**config.mk**
```make
export PLATFORM = sky130hd
export DESIGN_NAME = itag_inval_seq
export DESIGN_NICKNAME = d
export VERILOG_FILES = /design/src/rtl/itag_pkg.sv /design/src/rtl/itag_src_arb.sv /design/src/rtl/itag_ctl_reg.sv /design/src/rtl/itag_sweep.sv /design/src/rtl/itag_line_clr.sv /design/src/rtl/itag_inval_seq.sv
export SDC_FILE = /design/constraint.sdc
export NUM_CORES = 1
export LEC_CHECK = 0
export ABC_AREA = 1
export BUFFER_PORTS_ARGS = -buffer_cell sky130_fd_sc_hd__buf_2
export CORE_ASPECT_RATIO = 0.75
export CORE_UTILIZATION = 37
export DETAILED_ROUTE_END_ITERATION = 8
export PLACE_DENSITY_LB_ADDON = 0.08
export SLEW_MARGIN = 20
export SYNTH_ARGS = -nofsm -noshare
export SYNTH_HDL_FRONTEND = slang
export SYNTH_SLANG_ARGS = --single-unit
```
**constraint.sdc**
```tcl
create_clock -name clk -period 1.57 [get_ports clk]
set_input_delay 0 -clock clk [delete_from_list [all_inputs] [get_ports clk]]
set_output_delay 0 -clock clk [all_outputs]
set_load 0.02 [all_outputs]
```
**src/rtl/itag_pkg.sv**
```systemverilog
package itag_pkg;
   typedef enum logic {
      SWP_IDLE = 1'b0,
      SWP_RUN  = 1'b1
   } swp_state_e;

   localparam int unsigned SRC_CORE  = 0;
   localparam int unsigned SRC_DEBUG = 1;
endpackage

```
**src/rtl/itag_src_arb.sv**
```systemverilog
module itag_src_arb #(
   parameter int unsigned NUM_SRC = 2,
   parameter int unsigned W       = 32
) (
   input  logic [NUM_SRC-1:0]   req,
   input  logic [NUM_SRC*W-1:0] data,
   output logic                 gnt_vld,
   output logic [W-1:0]         gnt_data
);
   if (NUM_SRC == 1) begin : g_single
      assign gnt_vld  = req[0];
      assign gnt_data = data[W-1:0];
   end else begin : g_prio
      // lowest index wins: last assignment in a descending scan
      always_comb begin
         gnt_vld  = 1'b0;
         gnt_data = '0;
         for (int i = NUM_SRC - 1; i >= 0; i--) begin
            if (req[i]) begin
               gnt_vld  = 1'b1;
               gnt_data = data[i*W +: W];
            end
         end
      end
   end
endmodule

```
**src/rtl/itag_ctl_reg.sv**
```systemverilog
module itag_ctl_reg #(
   parameter int unsigned CTRL_W    = 32,
   parameter int unsigned SWEEP_BIT = 24
) (
   input  logic              clk,
   input  logic              rst_n,
   input  logic              wr_vld,
   input  logic [CTRL_W-1:0] wr_data,
   input  logic              busy,
   output logic [CTRL_W-1:0] ctl_q,
   output logic              sweep_go
);
   localparam logic [CTRL_W-1:0] KEEP_MASK = ~(CTRL_W'(1) << SWEEP_BIT);

   assign sweep_go = wr_vld & wr_data[SWEEP_BIT] & ~busy;

   always_ff @(posedge clk or negedge rst_n) begin
      if (!rst_n) begin
         ctl_q <= '0;
      end else if (wr_vld) begin
         ctl_q <= wr_data & KEEP_MASK;
      end
   end
endmodule

```
**src/rtl/itag_sweep.sv**
```systemverilog
module itag_sweep
   import itag_pkg::*;
#(
   parameter int unsigned INDEX_W = 9
) (
   input  logic               clk,
   input  logic               rst_n,
   input  logic               start,
   output logic               active,
   output logic [INDEX_W-1:0] cnt,
   output logic               done
);
   localparam logic [INDEX_W-1:0] LAST_IDX = '1;

   swp_state_e state;

   always_ff @(posedge clk or negedge rst_n) begin
      if (!rst_n) begin
         state <= SWP_IDLE;
         cnt   <= '0;
         done  <= 1'b0;
      end else begin
         done <= 1'b0;
         case (state)
            SWP_IDLE: begin
               if (start) begin
                  state <= SWP_RUN;
                  cnt   <= '0;
               end
            end
            SWP_RUN: begin
               if (cnt == LAST_IDX) begin
                  state <= SWP_IDLE;
                  done  <= 1'b1;
               end else begin
                  cnt <= cnt + 1'b1;
               end
            end
            default: state <= SWP_IDLE;
         endcase
      end
   end

   assign active = (state == SWP_RUN);
endmodule

```
**src/rtl/itag_line_clr.sv**
```systemverilog
module itag_line_clr #(
   parameter int unsigned INDEX_W = 9
) (
   input  logic               clk,
   input  logic               rst_n,
   input  logic               fire,
   input  logic [INDEX_W-1:0] idx_in,
   output logic               pend,
   output logic [INDEX_W-1:0] idx_q
);
   always_ff @(posedge clk or negedge rst_n) begin
      if (!rst_n) begin
         pend  <= 1'b0;
         idx_q <= '0;
      end else begin
         pend <= fire;
         if (fire) idx_q <= idx_in;
      end
   end
endmodule

```
**src/rtl/itag_inval_seq.sv**
```systemverilog
module itag_inval_seq
   import itag_pkg::*;
#(
   parameter int unsigned NUM_SRC      = 2,
   parameter int unsigned CTRL_W       = 32,
   parameter int unsigned ADDR_W       = 32,
   parameter int unsigned INDEX_W      = 9,
   parameter int unsigned LINE_LSB     = 4,
   parameter int unsigned SWEEP_BIT    = 24,
   parameter int unsigned GATE_BIT     = 28,
   parameter bit          LINE_GATE_EN = 1'b1
) (
   input  logic                      clk,
   input  logic                      rst_n,
   input  logic [NUM_SRC-1:0]        src_ctl_wr,
   input  logic [NUM_SRC*CTRL_W-1:0] src_ctl_data,
   input  logic [NUM_SRC-1:0]        src_line_req,
   input  logic [NUM_SRC*ADDR_W-1:0] src_line_addr,
   output logic [CTRL_W-1:0]         ctl_rd_data,
   output logic [INDEX_W-1:0]        tag_wr_idx,
   output logic                      tag_clr_vld,
   output logic                      fetch_hold,
   output logic                      busy,
   output logic                      done
);
   localparam int unsigned IDX_HI = LINE_LSB + INDEX_W - 1;

   if (NUM_SRC < 1 || NUM_SRC <= SRC_DEBUG) begin : g_bad_src
      $error("NUM_SRC must cover core and debug sources");
   end
   if (SWEEP_BIT >= CTRL_W || GATE_BIT >= CTRL_W || SWEEP_BIT == GATE_BIT) begin : g_bad_bits
      $error("control bit positions out of range or overlapping");
   end
   if (LINE_LSB < 1 || IDX_HI + 1 >= ADDR_W) begin : g_bad_addr
      $error("index field must sit strictly inside the address");
   end
   if (INDEX_W < 1 || INDEX_W > 16) begin : g_bad_idx
      $error("INDEX_W out of supported range");
   end

   logic              ctl_gnt;
   logic [CTRL_W-1:0] ctl_gnt_data;
   logic              line_gnt;
   logic [ADDR_W-1:0] line_gnt_addr;
   logic [CTRL_W-1:0] ctl_q;
   logic              sweep_go;
   logic              sweep_act;
   logic [INDEX_W-1:0] sweep_cnt;
   logic              line_allow;
   logic              line_fire;
   logic              line_pend;
   logic [INDEX_W-1:0] line_idx;
   logic              addr_unused;

   itag_src_arb #(.NUM_SRC(NUM_SRC), .W(CTRL_W)) u_ctl_arb (
      .req      (src_ctl_wr),
      .data     (src_ctl_data),
      .gnt_vld  (ctl_gnt),
      .gnt_data (ctl_gnt_data)
   );

   itag_src_arb #(.NUM_SRC(NUM_SRC), .W(ADDR_W)) u_line_arb (
      .req      (src_line_req),
      .data     (src_line_addr),
      .gnt_vld  (line_gnt),
      .gnt_data (line_gnt_addr)
   );

   itag_ctl_reg #(.CTRL_W(CTRL_W), .SWEEP_BIT(SWEEP_BIT)) u_ctl (
      .clk      (clk),
      .rst_n    (rst_n),
      .wr_vld   (ctl_gnt),
      .wr_data  (ctl_gnt_data),
      .busy     (sweep_act),
      .ctl_q    (ctl_q),
      .sweep_go (sweep_go)
   );

   itag_sweep #(.INDEX_W(INDEX_W)) u_sweep (
      .clk    (clk),
      .rst_n  (rst_n),
      .start  (sweep_go),
      .active (sweep_act),
      .cnt    (sweep_cnt),
      .done   (done)
   );

   if (LINE_GATE_EN) begin : g_gate
      assign line_allow = ~ctl_q[GATE_BIT];
   end else begin : g_nogate
      assign line_allow = 1'b1;
   end

   // a sweep (running or starting) covers every line, so the request is dropped
   assign line_fire   = line_gnt & line_allow & ~sweep_act & ~sweep_go;
   assign addr_unused = ^{line_gnt_addr[ADDR_W-1:IDX_HI+1], line_gnt_addr[LINE_LSB-1:0]};

   itag_line_clr #(.INDEX_W(INDEX_W)) u_line (
      .clk    (clk),
      .rst_n  (rst_n),
      .fire   (line_fire),
      .idx_in (line_gnt_addr[IDX_HI:LINE_LSB]),
      .pend   (line_pend),
      .idx_q  (line_idx)
   );

   assign tag_clr_vld = sweep_act | line_pend;
   assign tag_wr_idx  = sweep_act ? sweep_cnt : line_idx;
   assign fetch_hold  = sweep_act | line_pend;
   assign busy        = sweep_act;
   assign ctl_rd_data = ctl_q;
endmodule

```
Word level (Yosys, flattened, before mapping)

Index checks and enable logic that the tools add are counted.

Output and inout port bits: 45
Register bits after elaboration: 52
Logic and storage cells: 37

Reduce and logical (&&, ||, !) cells: 1
Multiplexer cells: 17
Bitwise logic cells: 9
Add/sub/neg operators: 1
Eq/ne operators: 3

Operator list:

| cell                | number |
|---|---|
| $mux 32             | 2 |
| $mux 9              | 3 |
| $mux 13             | 2 |
| $pmux 9 s2          | 1 |
| $add 9x1->9 const B | 1 |
| $eq 9x9->1 const B  | 1 |
| $mux 1              | 8 |
| $and 1x1->1         | 5 |
| $ne 2x2->1 const B  | 2 |
| $not 1->1           | 3 |
| $pmux 1 s2          | 1 |
| $reduce_and 2->1    | 1 |
| $or 1x1->1          | 1 |

Depth between registers and ports, before layout

Gate-level depths: netlist of the first run.

Depth after elaboration: 6
Mapped depth: 11

Hierarchy

From an unflattened synthesis of the first run, not the netlist that was laid out.

Cells, all modules: 496
Area total of the unflattened synthesis: 3819.9 um^2

Modules (own cells, without submodules):

| module         | seq. area each (um^2) | cells each | area an instance (um^2) | times used |
|---|---|---|---|---|
| itag_src_arb   | 0.0                   | 109        | 710.7                   | 2 |
| itag_ctl_reg   | 775.7                 | 136        | 1277.5                  | 1 |
| itag_sweep     | 275.3                 | 67         | 605.6                   | 1 |
| itag_line_clr  | 250.2                 | 39         | 366.6                   | 1 |
| itag_inval_seq | 0.0                   | 36         | 148.9                   | 1 |

Least setup slack after synthesis of the first run

Ideal clock, no wire load.

Path type: reg-to-reg
From: register u_sweep.cnt[0]
To: register u_sweep.cnt[5]
Setup time: 0.077 ns
Data required time: 1.493 ns
Cell stages (with the launch flop): 12
Arrival: 1.594 ns
Path slack: -0.101 ns
Period minus slack after synthesis: 1.671 ns
Cells stage by stage: dfrtp_1 -> ha_1 -> nand2_1 -> inv_1 -> nand2_1 -> nor3_1 -> ha_1 -> nor2_4 -> inv_2 -> nand2_1 -> nand2_1 -> a21oi_1

Word-level cells in the longest chain between the ends: 3

Ends and longest elaborated chain:

| item                                                  | RTL line                           | RTL |
|---|---|---|
| start, declared                                       | itag_sweep.sv:10                   | `output logic [INDEX_W-1:0] cnt,` |
| start signal, assigned                                | itag_sweep.sv:36                   | `cnt <= cnt + 1'b1;` |
| $add 9x1->9 / $eq 9x9->1 (equally long branches)      | itag_sweep.sv:36, itag_sweep.sv:32 |  |
| $mux 9 / $ne 2x2->1 (equally long branches)           | n/a                                |  |
| $pmux 9 s2 / $reduce_and 2->1 (equally long branches) | n/a                                |  |

Parallel ways exist; a longest one is shown, timed or not. The select of a mux whose other input is x is not followed.
A chain may end at the register's enable or synchronous reset.

Final worst setup path of the first run

From: register u_sweep.cnt[1]
To: register u_sweep.cnt[7]

The elaborated chain is that of the path after synthesis.

==> results by group, run 1 <==
Clock network
  • Clock Sinks: 52
  • H-tree Lvls: 2
  • Clk pin slew, worst setup/hold paths: 100 ps
  • CTS tree: yes
  • Worst-skew pair later-pin latency: approximately 300 ps
  • Inserted Clock Buffers: 5
  • Max clock buf depth: 2
  • Clock root buffer: clkbuf_8

Power and ir drop
  • Total power: 0.00324 W
  • Pwr dens: about 760 nW/um^2
  • Pleak: ~2.2 nW
  • Peak supply drop: 534 uV

Timing
  • Endpoints failing setup: 1
  • Slew Limit Fails: 0
  • Final worst path period need: 1570 ps
  • Crit share post-route: 100%
  • Skew final: between 5 and 6 ps
  • Final hold vios: 0
  • RSZ-0062 raised after global routing: true
  • Max Clk Rate: about 0.64 GHz
  • Setup ws final: -4.35 ps

Worst setup path
  • R2R depth: 11
  • CP Capture Type: flip-flop
  • Req. time, crit path: about 1800 ps
  • RR Startpoint: u_sweep.cnt[1]
  • Setup slack, reg-to-reg: -4 ps
  • Startpoint types: flip-flop
  • Worst setup path category: flip-flop to flip-flop
  • Critical-path maximum fanout: 8
  • Worst R2R End: u_sweep.cnt[7]
  • CP arrival: ~1800 ps

Synth
  • Post-synthesis sequential area ratio: between 50% and 60%
  • Synth Register Bits: between 50 and 60
  • Top_reg_cell synth: dfrtp_1
  • Cell accounting for the most synthesized area: dfrtp_1
  • Synthesis Warnings: 0
  • Cell with the most instances after synthesis: nor2_1
  • Top post-synthesis cells by count: nor2_1 (68), nand2_1 (59), dfrtp_1 (52)
  • Asr flop ratio synth: 100%
  • Mapped Avg Cell Area: a little over 8 um^2
  • Largest cells by area after synthesis: dfrtp_1 (52%), nor2_1 (10%), nand2_1 (8.8%)
  • Syn Nets: between 400 and 500
  • Number of synthesized flops with an enable pin: 0
  • Synth cell types: 26
  • Synth top area share: about half
  • Post-synthesis cell count: 307
  • Cell Area, Synth: between 2000 and 3000 um^2

Floorplanning
  • Die H: roughly 73 um
  • Die Span X: slightly below 100 um
  • # rows: 25
  • Initial Utilization: ~39%
  • Die footprint: a little over 7000 um^2
  • # IOs: about 180
  • Core region area: around 6400 um^2

Cells and area
  • Nets: about 660
  • Share of layout cells above drive strength 1: a little under two fifths
  • Fillers: roughly 570
  • ANT cells: 0
  • Final Cell Area: between 4000 and 5000 um^2
  • Non-Filler Instances: ~600
  • Layout area overhead: 69.3%

Route
  • DRC Markers: 0
  • Vias per inst: about 4.7
  • WL/cell: 12.9 um
  • Final WL: slightly below 8000 um
  • DRT antenna net count: 0
  • Drt first pass iters: 4
  • First DRT Iteration DRCs: 92
  • Vias: 2835

Global route
  • Pin count of the biggest net entering global routing: 53
  • Antenna violations before repair: 0
  • Total GRT Usage: between 20% and 30%
  • Vias in the first global route: 2800
  • First-pass GRT wire length: between 10000 and 15000 um
  • Total gr overflow: 0

Place
  • Placed Cells: between 500 and 600
  • Post-DP HPWL: ~5000 um
  • Port bufs: around 130
  • Cell area after placement: 3360 um^2
  • RePlAce Congestion: 0.898

Outcome
  • Failing checks: negative setup slack
  • Status: complete, but fails checks

Min path
  • Hold crit path type: input pin to flip-flop
  • Hold EP: u_line.idx_q[6]
  • Hold path start: src_line_addr[10]
  • Hold depth: 5

Job
  • Count of maximum capacitance violations: 0
==> flip-flops by register name (all words and copies together), names as in the netlist <==
signal	cells
u_ctl.ctl_q	31
u_line.idx_q	9
u_line.pend	1
u_sweep.active	1
u_sweep.cnt	9
u_sweep.done	1
==> stage by stage <==
| step | hold WS (ps) | setup slack, ps | util [%] | TNS, ps |
|---|---|---|---|---|
| floorplan | -296 | 5.47 | - | 0 |
| global placement | 19.0 | -18.7 | 52.2 | -18.7 |
| global route | 8.22 | -108 | 66.0 | -683 |
| CTS | 3.66 | -26.3 | 65.4 | -109 |
| detailed placement | 14.1 | -62.9 | 52.2 | -130 |
| finish | 10.1 | -4.35 | 66.0 | -4.35 |
==> metal layers <==
layer  track usage, %  vias to the layer above  part of all wire [%]
met5                0                        -                     0
met4             6.63                        0                   1.3
met3             3.62                        8                   4.7
met2             40.8                       87                    49
met1             28.8                     1301                    45
li1                 -                     1439                     -
==> power by group <==
part,internal (W),total [W],switching (W),leakage (nW)
logic,0.000347,0.000698,0.000351,1.57
clock network,0.000628,0.00106,0.000430,0.0642
registers,0.00143,0.00148,0.0000451,0.580
total,0.00241,0.00324,0.000826,2.21
==> critical path: stages (launching register included) <==
cell     delay, ps
dfrtp_1        360
ha_2           190
nand2_2         60
inv_2           60
nand2_2         60
nor3_2         120
ha_2           230
nor2_4          50
inv_4          120
nand2_8         80
nand4_1         90
nand2_1         50
==> worst max-delay path by stage <==
stage / from / endpoint / slack, ps / depth (start not counted)
after floorplan: u_sweep.cnt[1] / u_sweep.cnt[5] / 5 / 10
after global placement: u_sweep.cnt[1] / u_sweep.cnt[2] / -20 / 9
after detailed placement: u_sweep.cnt[1] / u_sweep.cnt[5] / -60 / 11
after CTS: u_sweep.cnt[1] / u_sweep.cnt[5] / -30 / 11
after global routing: u_sweep.cnt[1] / u_sweep.cnt[7] / -110 / 11
final: u_sweep.cnt[1] / u_sweep.cnt[7] / -4 / 11
==> placed cells by master (no fill, tap or decap), types with 3 or more instances in the layout <==
cell type      instances
inv_1                 17
nand2_1               55
dlygate4sd3_1         67
buf_2                131
dfrtp_1               51
o22ai_1               30
nand3_1               21
buf_4                 26
clkbuf_8               5
o21ai_0                9
nand2_2                4
nor2_1                67
o21ai_2                9
o21ai_1                3
inv_2                  3
==> repair_timing <==
item | in CTS | in global routing
pin swaps | 5 | 6
hold endpoints to repair | 86 | 0
endpoints found under the setup margin | 6 | 15
hold buffers | 67 | 0
resized for setup | 9 | 5
buffers inserted | 4 | 3
==> cells by family after synthesis <==
family | synth area share [%]
other cells | 0.149
fa+ha+maj | 0.995
simple gates | 26.0
buf+inv | 6.82
flops | 51.8
xor+xnor | 0.348
compound gates | 13.9
==> cell type report <==
class | count | area, um^2 | share of cell area [%]
clock inverters | 2 | 60.1 | 1.41
clock buffers | 5 | 68.8 | 1.62
inverters | 22 | 85.1 | 2.00
multi-input cells | 216 | 1100 | 25.8
well taps | 81 | 101 | 2.38
flip-flops and latches | 52 | 1300 | 30.6
repair buffers | 225 | 1540 | 36.2
Note: power is estimated with default switching activity, not from simulation.
==> inputs of run 2 (changes only) <==
BUFFER_PORTS_ARGS = -buffer_cell sky130_fd_sc_hd__buf_4   (was -buffer_cell sky130_fd_sc_hd__buf_2)
CAP_MARGIN = 10   (was unset)
CORE_UTILIZATION = 41   (was 37)
clock period = 1.51 ns   (was 1.57 ns; I/O delays follow)
==> run 2 against run 1 <==
  * The run still ends with negative setup slack left
  * Largest cell class unchanged
  * Count of clock-buffer cells in the layout up 3
  * Cell area up 5.9%
  * Critical path depth unchanged
  * Sequential cell count unchanged
  * Routed wire length up 5.3%
  * Clock skew down 0.68 ps
  * Combinational power up 21%
  * Power down 0.50%
==> results by group, run 2 (synthesized netlist as in run 1, its figures left out) <==
Min path
  • Hold EP: u_line.idx_q[0]
  • Hold crit path type: input pin to flip-flop
  • Hold path start: src_line_addr[4]
  • Hold depth: 5 (unchanged)

Worst setup path
  • RR Startpoint: u_sweep.cnt[0]
  • Startpoint types: flip-flop
  • Setup slack, reg-to-reg: -70 ps (-70 ps)
  • Worst setup path category: flip-flop to flip-flop
  • R2R depth: 11 (unchanged)
  • CP arrival: 1820 ps (+50 ps)
  • Req. time, crit path: 1750 ps (about the same)
  • Worst R2R End: u_sweep.cnt[5]
  • Critical-path maximum fanout: 8 (unchanged)
  • CP Capture Type: flip-flop

Clock network
  • Clk pin slew, worst setup/hold paths: 100 ps (about the same)
  • Worst-skew pair later-pin latency: 300 ps (about the same)
  • Clock root buffer: clkbuf_8
  • Clock Sinks: 52 (unchanged)
  • CTS tree: yes
  • Inserted Clock Buffers: 5 (unchanged)
  • H-tree Lvls: 2 (unchanged)
  • Max clock buf depth: 2 (unchanged)

Power and ir drop
  • Pleak: 2.30 nW (+4.0%)
  • Pwr dens: 714 nW/um^2 (-6.1%)
  • Peak supply drop: 575 uV (+7.6%)

Cells and area
  • Max FFs per register: 31 (unchanged)
  • Util after Layout: 77.0% (+11 points)
  • Layout area overhead: 79.3%
  • Nets: 654 (-0.61%)
  • Most frequent cells in the layout: buf_4 (151), dlygate4sd3_1 (69), nor2_1 (67)
  • ANT cells: 0 (unchanged)
  • Final Cell Area: 4510 um^2 (+5.9%)
  • Regs by FF count: u_ctl.ctl_q (31), u_line.idx_q (9), u_sweep.cnt (9)
  • Most common cell after layout, fill and taps aside: buf_4
  • Non-Filler Instances: 597 (-1.0%)
  • Most flops, register: u_ctl.ctl_q
  • Share of layout cells above drive strength 1: 36.0% (-1.5 points)
  • Fillers: 421 (-26%)

Timing
  • Hold_ws: 7.80 ps (-2.32 ps)
  • Final TNS setup: -438 ps (-434 ps)
  • Final hold vios: 0 (unchanged)
  • Max Clk Rate: 0.631 GHz (-0.63%)
  • Setup ws final: -74.3 ps (-69.9 ps)
  • Final worst path period need: 1580 ps (+9.92 ps)
  • Crit share post-route: 105% (+4.6 points)
  • Skew final: 5.29 ps (-0.679 ps)
  • Tightest Pin Transition: between 600 and 700 ps
  • RSZ-0062 raised after global routing: true
  • Slew Limit Fails: 0 (unchanged)
  • Endpoints failing setup: 9 (+8)
  • Max-Slew Margin vs Limit: between 50% and 60%

Route
  • Vias per inst: 4.93 (+4.9%)
  • DRT antenna net count: 0 (unchanged)
  • Vias: 2944 (+3.8%)
  • WL/cell: 13.7 um (+6.3%)
  • Drt first pass iters: 4 (unchanged)
  • First DRT Iteration DRCs: 124 (+35%)
  • DRC Markers: 0 (unchanged)
  • Final WL: 8210 um (+5.3%)

Job
  • Count of maximum capacitance violations: 0 (unchanged)

Floorplanning
  • # rows: 24 (-4.0%)
  • Die footprint: 6450 um^2 (-9.5%)
  • Die H: 69.8 um (-4.9%)
  • # IOs: 179 (unchanged)
  • Core region area: 5860 um^2 (-9.1%)
  • Initial Utilization: 42.9% (+3.9 points)
  • Die Span X: 92.4 um (-4.9%)

Global route
  • Vias in the first global route: 2911 (+4.0%)
  • First-pass GRT wire length: 13400 um (+4.5%)
  • Total gr overflow: 0 (unchanged)
  • Pin count of the biggest net entering global routing: 53 (unchanged)
  • Antenna violations before repair: 0 (unchanged)
  • Total GRT Usage: 26.6% (+3.9 points)

Place
  • Placed Cells: 516 (-1.1%)
  • Cell area after placement: 3670 um^2 (+9.1%)
  • Port bufs: 131 (unchanged)
  • RePlAce Congestion: 0.852 (-5.0%)
  • Post-DP HPWL: 5080 um (+2.0%)

Outcome
  • Failing checks: negative setup slack
  • Status: complete, but fails checks
-- run 2: repair_timing --
item                                   in CTS  in global routing
endpoints found under the hold margin      87                  0
setup buffers                               2                  2
hold buffers                               69                  0
pin swaps                                   2                  6
resized for setup                           2                  5
setup endpoints to repair                   8                 29
-- run 2: worst max path at each step --
stage                        start             end  slack (ps)  cells after the start
CTS                 u_sweep.cnt[1]  u_sweep.cnt[5]         -80                     11
finish              u_sweep.cnt[0]  u_sweep.cnt[5]         -70                     11
global route        u_sweep.cnt[0]  u_sweep.cnt[3]        -190                     10
detailed placement  u_sweep.cnt[4]  u_sweep.cnt[6]         -90                      9
global placement    u_sweep.cnt[1]  u_sweep.cnt[5]         -40                     11
floorplan           u_sweep.cnt[1]  u_sweep.cnt[5]          -3                     11
-- run 2: cell type report --
type                            count  area [um^2]  area share (%)
Multi-Input combinational cell    216         1090            24.2
Sequential cell                    52         1300            28.9
Clock buffer                        8         90.1            2.00
Inverter                           22         85.1            1.89
Tap cell                           78         97.6            2.17
Timing Repair Buffer              221         1840            40.9
-- run 2: where the power goes --
| group | internal [W] | leakage (nW) | switching [W] | total [W] |
|---|---|---|---|---|
| logic | 0.000468 | 1.67 | 0.000377 | 0.000844 |
| registers | 0.00149 | 0.580 | 0.0000493 | 0.00154 |
| clock network | 0.000376 | 0.0455 | 0.000458 | 0.000834 |
| total | 0.00234 | 2.30 | 0.000884 | 0.00322 |
-- run 2: critical path: stages (launching register included) --
cell	delay, ps
dfrtp_1	390
ha_2	190
nand2_2	70
inv_2	40
nand2_2	70
nor3_2	40
ha_2	190
nor2_4	190
inv_4	90
nand2_8	100
nand2_1	60
a21oi_2	100
-- run 2: routing by layer --
| metal | share of wire [%] | wire length [um] | track usage, % |
|---|---|---|---|
| met2 | 48 | 3980 | 45.0 |
| met1 | 43 | 3510 | 33.3 |
| met3 | 5.5 | 453 | 5.15 |
| met5 | 0 | 0 | 0 |
| met4 | 3.2 | 263 | 11.3 |
-- run 2: stage by stage --
step                worst slack (ps)  power (W)
floorplan                      -3.48    0.00185
global placement               -35.6    0.00222
detailed placement             -85.7    0.00224
CTS                            -79.5    0.00322
global route                    -187    0.00337
finish                         -74.3    0.00322
